File: src/rtl/sync_ack_pkg.sv
package sync_ack_pkg;
  typedef enum logic [1:0] {
    ST_IDLE  = 2'd0,
    ST_WAIT  = 2'd1,
    ST_COUNT = 2'd2,
    ST_ACK   = 2'd3
  } slot_st_e;
endpackage

File: src/rtl/sync_phase_det.sv
module sync_phase_det (
  input  logic clk_i,
  input  logic rst_ni,
  input  logic as_ni,
  input  logic c1_i,
  input  logic c3_i,
  output logic as_fall_o,
  output logic as_high_o,
  output logic slot_start_o
);
  logic as_q;

  always_ff @(posedge clk_i or negedge rst_ni) begin
    if (!rst_ni) as_q <= 1'b1;
    else         as_q <= as_ni;
  end

  assign as_fall_o    = as_q & ~as_ni;
  assign as_high_o    = as_ni;
  // both references low marks the first tick of a memory slot
  assign slot_start_o = ~c1_i & ~c3_i;
endmodule

File: src/rtl/sync_slot_cnt.sv
module sync_slot_cnt
  import sync_ack_pkg::*;
#(
  parameter int unsigned TICKS = 4
) (
  input  logic clk_i,
  input  logic rst_ni,
  input  logic as_fall_i,
  input  logic as_high_i,
  input  logic slot_start_i,
  output logic ack_state_o
);
  localparam int unsigned CW = (TICKS > 2) ? $clog2(TICKS) : 1;
  localparam logic [CW-1:0] LAST = CW'(TICKS - 1);

  slot_st_e      st_q, st_d;
  logic [CW-1:0] cnt_q, cnt_d;

  always_comb begin
    st_d  = st_q;
    cnt_d = cnt_q;
    unique case (st_q)
      ST_IDLE: begin
        if (as_fall_i) begin
          if (slot_start_i) begin
            st_d  = ST_COUNT;
            cnt_d = CW'(1);
          end else begin
            st_d = ST_WAIT;
          end
        end
      end
      ST_WAIT: begin
        if (as_high_i) st_d = ST_IDLE;
        else if (slot_start_i) begin
          st_d  = ST_COUNT;
          cnt_d = CW'(1);
        end
      end
      ST_COUNT: begin
        if (as_high_i)          st_d = ST_IDLE;
        else if (cnt_q == LAST) st_d = ST_ACK;
        else                    cnt_d = cnt_q + CW'(1);
      end
      ST_ACK: begin
        if (as_high_i) st_d = ST_IDLE;
      end
      default: st_d = ST_IDLE;
    endcase
  end

  always_ff @(posedge clk_i or negedge rst_ni) begin
    if (!rst_ni) begin
      st_q  <= ST_IDLE;
      cnt_q <= '0;
    end else begin
      st_q  <= st_d;
      cnt_q <= cnt_d;
    end
  end

  assign ack_state_o = (st_q == ST_ACK);
endmodule

File: src/rtl/sync_ack_drv.sv
module sync_ack_drv (
  input  logic ack_state_i,
  input  logic rdy_i,
  input  logic as_ni,
  input  logic ovr_ni,
  output logic ack_no,
  output logic ack_oe_o
);
  logic ack_act;

  // ready and strobe gate combinationally so hold-off and release are immediate
  assign ack_act  = ack_state_i & rdy_i & ~as_ni;
  // override wins over everything: pin released, data bit parked high
  assign ack_oe_o = ovr_ni;
  assign ack_no   = ~(ack_act & ovr_ni);
endmodule

File: src/rtl/sync_ack_gen.sv
module sync_ack_gen #(
  parameter int unsigned TICKS = 4
) (
  input  logic clk_i,
  input  logic rst_ni,
  input  logic c1_i,
  input  logic c3_i,
  input  logic as_ni,
  input  logic rdy_i,
  input  logic ovr_ni,
  output logic ack_no,
  output logic ack_oe_o
);
  logic as_fall, as_high, slot_start, ack_state;

  sync_phase_det u_det (
    .clk_i       (clk_i),
    .rst_ni      (rst_ni),
    .as_ni       (as_ni),
    .c1_i        (c1_i),
    .c3_i        (c3_i),
    .as_fall_o   (as_fall),
    .as_high_o   (as_high),
    .slot_start_o(slot_start)
  );

  sync_slot_cnt #(.TICKS(TICKS)) u_cnt (
    .clk_i       (clk_i),
    .rst_ni      (rst_ni),
    .as_fall_i   (as_fall),
    .as_high_i   (as_high),
    .slot_start_i(slot_start),
    .ack_state_o (ack_state)
  );

  sync_ack_drv u_drv (
    .ack_state_i(ack_state),
    .rdy_i      (rdy_i),
    .as_ni      (as_ni),
    .ovr_ni     (ovr_ni),
    .ack_no     (ack_no),
    .ack_oe_o   (ack_oe_o)
  );
endmodule

File: config.mk
export PLATFORM = sky130hd
export DESIGN_NAME = sync_ack_gen
export DESIGN_NICKNAME = d
export VERILOG_FILES = /design/src/rtl/sync_ack_pkg.sv /design/src/rtl/sync_phase_det.sv /design/src/rtl/sync_slot_cnt.sv /design/src/rtl/sync_ack_drv.sv /design/src/rtl/sync_ack_gen.sv
export SDC_FILE = /design/constraint.sdc
export NUM_CORES = 1
export LEC_CHECK = 0
export ABC_CLOCK_PERIOD_IN_PS = 3500
export BUFFER_PORTS_ARGS = -buffer_cell sky130_fd_sc_hd__buf_4
export CORE_AREA = 10 10 47 49
export DETAILED_ROUTE_END_ITERATION = 10
export DIE_AREA = 0 0 57 59
export GPL_TIMING_DRIVEN = 0
export HOLD_SLACK_MARGIN = 0.02
export SLEW_MARGIN = 20
export SYNTH_ARGS = -nofsm -noshare
export SYNTH_HDL_FRONTEND = slang
export SYNTH_HIERARCHICAL = 1
export SYNTH_SLANG_ARGS = --single-unit
File: constraint.sdc
create_clock -name clk_i -period 3.5 [get_ports clk_i]
set_input_delay 0.175 -clock clk_i [delete_from_list [all_inputs] [get_ports clk_i]]
set_output_delay 0.175 -clock clk_i [all_outputs]
set_load 0.02 [all_outputs]
Word level (Yosys, flattened, before mapping) --
Cells that the tools add are included.
Storage, ports and cells: logic and storage cells 42, input bits 7, output and inout port bits 2, bits in registers 5
Cells by class: bitwise gates (word level) 9, equality and inequality tests 11, $add $sub $neg 1, reductions and logical operators 4, multiplexer cells 14
Operators by type and width (count):
- 2-to-1 mux 2 bit | 12
- != test 2 bit (second input constant) | 5
- one-hot mux 2 bit (4 select lines) | 1
- equality test 2 bit (second input constant) | 3
- one-hot mux 2 bit (3 select lines) | 1
- bitwise AND 1 bit | 5
- AND reduction 5 bit | 1
- NOT 1 bit | 4
- AND reduction 4 bit | 1
- != test 3 x 2 -> 1 bit (second input constant) | 1
- != test 3 bit (second input constant) | 1
- nonzero test 3 bit | 1
- adder 2 x 1 -> 2 bit (second input constant) | 1
- equality test 2 x 1 -> 1 bit (second input constant) | 1
- logical NOT 2 bit | 1

Logic depth before layout (Yosys ltp) --
Gate-level depths: netlist (run 1).
depth in word-level cells 5, mapped depth 4, depth with buffers taken out 4

Modules after synthesis --
The synthesis (run 1) kept the hierarchy.
Modules (own cells, without submodules):
- sync_slot_cnt | cells each 22, instances 1, area each 239.0 um^2, sequential area each 100.1 um^2
- sync_phase_det | cells each 4, instances 1, area each 51.3 um^2, sequential area each 26.3 um^2
- sync_ack_drv | cells each 2, instances 1, area each 16.3 um^2, sequential area each 0.0 um^2

Least setup slack after synthesis (run 1) --
Ideal clock, no wire load.
path kind flip-flop to flip-flop, start point register u_cnt.cnt_q[0], end point register u_cnt.cnt_q[1], clock period less this slack 1362 ps, arrival time 1282 ps, setup time 79 ps, buffers on the path 0, stages on the path, launching flop included 5, slack 2138 ps, data required time 3421 ps, path through dfrtp_1 ha_1 or3b_1 a21oi_2 mux2i_1
On the way: cells in the longest elaborated chain, start to end 4, elaborated cells between the ends (all ways) 7, those cells by class add/sub (1); eq/ne (2); mux (3); reduce/logical (1)
Ends and longest elaborated chain:
- from (decl) | line sync_slot_cnt.sv:17 | logic [CW-1:0] cnt_q, cnt_d;
- from (signal assigned) | line sync_slot_cnt.sv:58 | cnt_q <= cnt_d;
- adder 2 x 1 -> 2 bit | line sync_slot_cnt.sv:43 | else cnt_d = cnt_q + CW'(1);
- 2-to-1 mux 2 bit | line sync_slot_cnt.sv:42 | else if (cnt_q == LAST) st_d = ST_ACK;
- 2-to-1 mux 2 bit | line sync_slot_cnt.sv:41 | if (as_high_i) st_d = ST_IDLE;
- one-hot mux 2 bit (3 select lines) | line sync_slot_cnt.sv:22 | unique case (st_q)
Several ways; a longest one is shown, not always the timed one. The select of a mux whose other input is x is not followed. A chain may end at the register's enable or synchronous reset.

Worst setup path after layout (run 1) --
Same ends and word-level chain as after synthesis.

==> results.sh, run 1 <==
export IMPL_holdCritPathClass="input port to register"
export IMPL_ios=9
export IMPL_nets=50
export IMPL_tightest_slew_ns=0.305
export IMPL_critical_path_class="register to register"
export IMPL_fin_crit_sh_pct=41.4
export IMPL_slew_headroom_pct=79.6
export IMPL_place_hpwl_um=487
export IMPL_clock_latency_ns=0.24
export IMPL_die_h_um=59
export IMPL_syn_nets=36
export IMPL_setup_viol=0
export IMPL_reg2reg_from="u_cnt/cnt_q[0]$_DFFE_PN0P_"
export IMPL_r2r_end="u_cnt/cnt_q[1]$_DFFE_PN0P_"
export IMPL_multi_input_area_um2=165
export IMPL_cpPeakStageDelay_ns=0.39
export IMPL_drtPass1Iterations=4
export IMPL_regArea_um2=126
export IMPL_synth_area_leaders="dfrtp_1 33%, dfstp_2 8.6%, buf_4 4.9%"
export IMPL_slew_viol_final=0
export IMPL_reg2reg_depth=4
export IMPL_crit_start="u_cnt/cnt_q[0]$_DFFE_PN0P_"
export IMPL_synthMuxAreaShare_pct=3.27
export IMPL_stdcell_count=57
export IMPL_avgSynthCellArea_um2=10.9
export IMPL_synth_top_area_share_pct=32.7
export IMPL_grt_use_total_pct=4.17
export IMPL_syn_inst=28
export IMPL_worst_path_stages=4
export IMPL_cts_root_buf="clkbuf_4"
export IMPL_die_area_um2=3360
export IMPL_drt_iter0_markers=1
export IMPL_skew_ns=0.00188
export IMPL_power_density_nw_per_um2=455
export IMPL_yosys_warnings=6
export IMPL_path_buf_inv=0
export IMPL_arrival_ns=1.61
export IMPL_synth_seq_area_share_pct=41.2
export IMPL_vias=254
export IMPL_wl_per_cell_um=10.9
export IMPL_fmax_ghz=0.691
export IMPL_cts_max_path_buffers=2
export IMPL_startpoint_type="register"
export IMPL_dp_cells=52
export IMPL_gp_congestion=0.761
export IMPL_crit_end="u_cnt/cnt_q[1]$_DFFE_PN0P_"
export IMPL_drc=0
export IMPL_path_max_fanout=3
export IMPL_synth_xor_xnor_area_share_pct=0
export IMPL_worst_path_max_delay_cell="dfrtp_1"
export IMPL_synth_area_um2=307
export IMPL_viasPerCell=4.46
export IMPL_fin_crit_ns=1.45
export IMPL_ant_nets=0
export IMPL_synth_cell_type_count=22
export IMPL_num_rows=14
export IMPL_synth_ff_type="dfrtp_1"
export IMPL_core_area_um2=1400
export IMPL_async_flop_share_pct=100
export IMPL_cpLargestDelayFamily="flip-flops"
export IMPL_synth_top_area_cell="dfrtp_1"
export IMPL_first_global_vias=250
export IMPL_cts_made_buffers=3
export IMPL_drive_gt1_share_pct=39.0
export IMPL_fill_cells=157
export IMPL_synth_common_cells="4 x dfrtp_1, 2 x buf_4, 2 x nand2b_1, 2 x nand3b_1"
export IMPL_cts_tree="done"
export IMPL_status="completed"
export IMPL_io_buffers=8
export IMPL_rsz0062_at_grt="false"
export IMPL_cts_sinks=5
export IMPL_wirelength_um=621
export IMPL_synth_seq_cells=5
export IMPL_ctsHoldBuffers=1
export IMPL_diodes=0
export IMPL_syn_to_final_growth_pct=38.0
export IMPL_synth_compound_area_share_pct=13.1
export IMPL_finalHoldViolCount=0
export IMPL_die_x_um=57
export IMPL_r2r_setup_slack_ns=2.05
export IMPL_synthSimpleGateAreaFrac_pct=33.5
export IMPL_synth_top_family_by_area="simple AND/OR/NAND/NOR gates"
export IMPL_antenna_found_initial=0
export IMPL_grt_ovfl_total=0
export IMPL_fin_tns_setup_ns=0
export IMPL_grt_max_degree=11
export IMPL_cp_required_ns=3.66
export IMPL_synthAdderAreaFrac_pct=4.08
export IMPL_p_leak_nw=0.176
export IMPL_cts_resized=0
export IMPL_synth_edf_count=0
export IMPL_irDropWorstVdd_uv=251
export IMPL_cp_cell_sequence="ha_1 > or3b_1 > a21oi_2 > mux2i_1"
export IMPL_max_cap_viol_count=0
export IMPL_grt_pass1_wl_um=1100
export IMPL_htreeDepth=1
export IMPL_initial_core_util_pct=21.9
export IMPL_cts_setup_buffers=0
export IMPL_clkTransAtPathRegs_ns=0.04
export IMPL_synth_most_common_cell="dfrtp_1"
export IMPL_crit_path_end_kind="register"
where the power goes:
group          total (mW)  internal, mW  leakage [nW]  switching, mW
Sequential         0.0827        0.0705        0.0608         0.0122
Clock              0.0641        0.0429        0.0150         0.0212
Combinational      0.0457        0.0276         0.100         0.0181
Total               0.193         0.141         0.176         0.0514
area by class of cell:
type / instances / share of cell area (%)
multi-input cells: 21 / 39.1
plain buffers: 2 / 3.55
repair buffers: 9 / 16.6
flip-flops and latches: 5 / 29.9
clock buffers: 4 / 6.21
well taps: 16 / 4.73
worst min path at each step:
| stage | cells past startpoint | startpoint | end | slack, ns |
|---|---|---|---|---|
| 3_5_place_dp | 1 | rst_ni | u_cnt/st_q[1]$_DFFE_PN0P_ | -0.02 |
| 4_1_cts | 1 | as_ni | u_det/as_q$_DFF_PN1_ | 0.07 |
| 3_3_place_gp | 1 | rst_ni | u_cnt/st_q[0]$_DFFE_PN0P_ | -0.02 |
| 6_report | 1 | as_ni | u_det/as_q$_DFF_PN1_ | 0.08 |
| 5_1_grt | 1 | as_ni | u_det/as_q$_DFF_PN1_ | 0.06 |
| 2_1_floorplan | 0 | rst_ni | u_cnt/cnt_q[0]$_DFFE_PN0P_ | -0.12 |
metal layers:
layer | vias up | share of wire [%] | global-route usage, %
met3 | 0 | 12 | 4.51
met2 | 11 | 38 | 5.27
met1 | 113 | 50 | 4.93
li1 | 130 | - | -
met5 | - | 0 | 0
met4 | 0 | 0 | 0
kinds of logic (layout without fill, tap and decap cells):
group | Yosys count | in the layout
compound gates | 6 | 6
fa+ha+maj | 1 | 1
buf+inv | 2 | 15
flops | 5 | 5
mux | 1 | 1
simple gates | 13 | 13
state kept, by name, indices dropped and copies added, names as in the netlist:
signal,flops
u_cnt/cnt_q,2
u_cnt/st_q,2
u_det/as_q,1
cell usage in the layout (no fill, tap or decap):
master / n
nor4b_1: 1
dlygate4sd3_1: 1
a21oi_2: 1
ha_1: 1
buf_4: 10
or3b_1: 1
and2_1: 1
clkbuf_4: 3
dfrtp_1: 4
a22oi_1: 1
nand3b_1: 2
nor2_1: 1
a2bb2oi_1: 1
o21ai_1: 1
mux2i_1: 1
nand4b_1: 1
nor2b_4: 1
dfstp_2: 1
a21oi_1: 1
clkbuf_1: 1
nand2_1: 1
nand2b_1: 2
or4b_1: 1
nand4bb_1: 1
o21ai_0: 1
stage by stage:
stage	util, %	power (mW)	hold WS, ns	cell area, µm²	setup slack (ns)
2_1_floorplan	-	0.113	-0.121	307	2.14
3_3_place_gp	27.6	0.128	-0.0205	387	2.05
3_5_place_dp	27.6	0.129	-0.0205	387	2.06
4_1_cts	30.2	0.197	0.0699	423	2.05
5_1_grt	30.2	0.210	0.0622	423	1.97
6_report	30.2	0.193	0.0780	423	2.05
Note: power is estimated with default switching activity, not from simulation.
==> inputs of run 2 (changes only) <==
--- a/config.mk
+++ b/config.mk
@@ -5,7 +5,7 @@
 export SDC_FILE = /design/constraint.sdc
 export NUM_CORES = 1
 export LEC_CHECK = 0
-export ABC_CLOCK_PERIOD_IN_PS = 3500
+export ABC_CLOCK_PERIOD_IN_PS = 1240
 export BUFFER_PORTS_ARGS = -buffer_cell sky130_fd_sc_hd__buf_4
 export CORE_AREA = 10 10 47 49
 export DETAILED_ROUTE_END_ITERATION = 10
==> constraint.sdc (replaced) <==
create_clock -name clk_i -period 1.24 [get_ports clk_i]
set_input_delay 0.062 -clock clk_i [delete_from_list [all_inputs] [get_ports clk_i]]
set_output_delay 0.062 -clock clk_i [all_outputs]
set_load 0.02 [all_outputs]
==> run 2 against run 1 <==
The run now ends with negative setup slack left. Power grew to 3.2 times the previous value. Die area stayed put. Non-clock buffer count is 3 higher. Wire length is 18% higher. Core utilization is 2.6 points higher. Register-to-register slack worse by 2.2 ns. Clock-buffer cell count stayed put. Fmax is 3.4% higher. Sequential cell count stayed put. Cell area is 8.6% higher. Worst setup slack worse by 2.2 ns.
==> results.sh, run 2 (synthesis gave the netlist of run 1 again) <==
export IMPL_gp_congestion=0.733
export IMPL_diodes=0
export IMPL_drive_gt1_share_pct=50.0
export IMPL_core_area_um2=1400
export IMPL_slew_headroom_pct=75.5
export IMPL_die_h_um=59
export IMPL_setup_viol=2
export IMPL_cts_sinks=5
export IMPL_r2r_setup_slack_ns=-0.16
export IMPL_wirelength_um=734
export IMPL_drtPass1Iterations=4
export IMPL_most_common_layout_cells="12 x buf_4, 3 x clkbuf_4"
export IMPL_wl_per_cell_um=12.2
export IMPL_critical_path_class="register to register"
export IMPL_ant_nets=0
export IMPL_path_max_fanout=2
export IMPL_reg2reg_from="u_cnt/cnt_q[1]$_DFFE_PN0P_"
export IMPL_grt_ovfl_total=0
export IMPL_dp_cells=52
export IMPL_fin_tns_setup_ns=-0.251
export IMPL_grt_max_degree=11
export IMPL_io_buffers=8
export IMPL_fmax_ghz=0.715
export IMPL_switchingPower_mw=0.170
export IMPL_cts_root_buf="clkbuf_4"
export IMPL_drt_iter0_markers=2
export IMPL_die_area_um2=3360
export IMPL_crit_end="u_cnt/cnt_q[1]$_DFFE_PN0P_"
export IMPL_fill_cells=155
export IMPL_p_int_mw=0.445
export IMPL_finalHoldViolCount=0
export IMPL_die_x_um=57
export IMPL_rsz0062_at_grt="true"
export IMPL_multi_input_area_um2=174
export IMPL_tightest_slew_ns=0.362
export IMPL_startpoint_type="register"
export IMPL_layout_top_registers="u_cnt/cnt_q (2), u_cnt/st_q (2), u_det/as_q (1)"
export IMPL_cts_made_buffers=3
export IMPL_clock_latency_ns=0.24
export IMPL_nets=53
export IMPL_r2r_end="u_cnt/cnt_q[1]$_DFFE_PN0P_"
export IMPL_power_density_nw_per_um2=1340
export IMPL_cts_max_path_buffers=2
export IMPL_htreeDepth=1
export IMPL_arrival_ns=1.56
export IMPL_p_leak_nw=0.186
export IMPL_num_rows=14
export IMPL_p_comb_share_pct=32.0
export IMPL_syn_to_final_growth_pct=49.8
export IMPL_failed_checks="negative setup slack"
export IMPL_drc=0
export IMPL_cp_required_ns=1.40
export IMPL_reg2reg_depth=4
export IMPL_grt_use_total_pct=4.87
export IMPL_stdcell_area_um2=459
export IMPL_initial_core_util_pct=21.9
export IMPL_stdcell_count=60
export IMPL_irDropWorstVdd_uv=973
export IMPL_antenna_found_initial=0
export IMPL_crit_start="u_cnt/cnt_q[1]$_DFFE_PN0P_"
export IMPL_grt_pass1_wl_um=1230
export IMPL_pwr_share_clk_pct=30.4
export IMPL_slew_viol_final=0
export IMPL_postLayoutSetupSlackWorst_ns=-0.160
export IMPL_regArea_um2=129
export IMPL_fin_crit_sh_pct=113
export IMPL_skew_ns=0.00326
export IMPL_holdCritPathClass="input port to asynchronous set/reset pin"
export IMPL_switching_share_pct=27.7
export IMPL_total_power_mw=0.615
export IMPL_crit_path_end_kind="register"
export IMPL_cts_tree="done"
export IMPL_max_cap_viol_count=0
export IMPL_status="complete, but fails checks"
export IMPL_first_global_vias=261
export IMPL_viasPerCell=4.48
export IMPL_place_area_um2=389
export IMPL_clkTransAtPathRegs_ns=0.04
export IMPL_vias=269
export IMPL_fin_crit_ns=1.40
export IMPL_hold_ws_ns=0.157
export IMPL_layout_commonest_cell="buf_4"
export IMPL_power_frac_seq_pct=37.6
export IMPL_ios=9
[run 2: cell types whose count changed in the layout (fill, tap and decap cells not counted), sizes merged]
cell,before,now
buf,10,12
dlygate4sd3,1,2
[run 2: timing repair]
item	CTS	global route
hold buffers	2	0
setup buffers	2	0
resized for setup	1	2
endpoints found under the hold margin	6	0
setup endpoints to repair	2	4
pin swaps	3	1
[run 2: worst min path at each step]
stage                                       to  cells after the start  slack, ns    from
floorplan           u_cnt/cnt_q[0]$_DFFE_PN0P_                      0      -0.23  rst_ni
global placement     u_cnt/st_q[0]$_DFFE_PN0P_                      1      -0.13  rst_ni
detailed placement   u_cnt/st_q[1]$_DFFE_PN0P_                      1      -0.13  rst_ni
CTS                  u_cnt/st_q[1]$_DFFE_PN0P_                      3       0.15   as_ni
global route         u_cnt/st_q[1]$_DFFE_PN0P_                      2       0.16  rst_ni
finish               u_cnt/st_q[1]$_DFFE_PN0P_                      2       0.16  rst_ni
[run 2: power groups by stage]
stage	combinational [mW]	sequential, mW	clock (mW)
after floorplan	0.0951	0.226	0
after detailed placement	0.134	0.234	0
after global placement	0.131	0.234	0
after CTS	0.194	0.230	0.196
final	0.197	0.231	0.187
after global routing	0.219	0.240	0.214
[run 2: layout make-up]
type / count / area share (%)
plain buffers: 2 / 3.27
clock buffers: 4 / 5.72
multi-input cells: 21 / 37.9
well taps: 16 / 4.36
flip-flops and latches: 5 / 28.1
repair buffers: 12 / 20.7
[run 2: through the flow]
| step | setup slack, ns | utilization (%) |
|---|---|---|
| 2_1_floorplan | -0.0787 | - |
| 3_3_place_gp | -0.163 | 27.8 |
| 3_5_place_dp | -0.161 | 27.8 |
| 4_1_cts | -0.177 | 32.6 |
| 5_1_grt | -0.218 | 32.8 |
| 6_report | -0.160 | 32.8 |
[run 2: per-layer routing]
| layer | up-vias | track usage [%] | part of all wire [%] |
|---|---|---|---|
| li1 | 135 | - | - |
| met1 | 124 | 5.68 | 45 |
| met2 | 10 | 5.89 | 43 |
| met3 | 0 | 5.15 | 12 |
| met4 | 0 | 1.01 | 0 |
| met5 | - | 0 | 0 |
[run 2: worst max-delay path, cell delays in order (launching register included)]
cell and delay [ns]:
dfrtp_1 0.37, ha_2 0.19, or3b_1 0.36, a21oi_2 0.19, mux2i_1 0.21
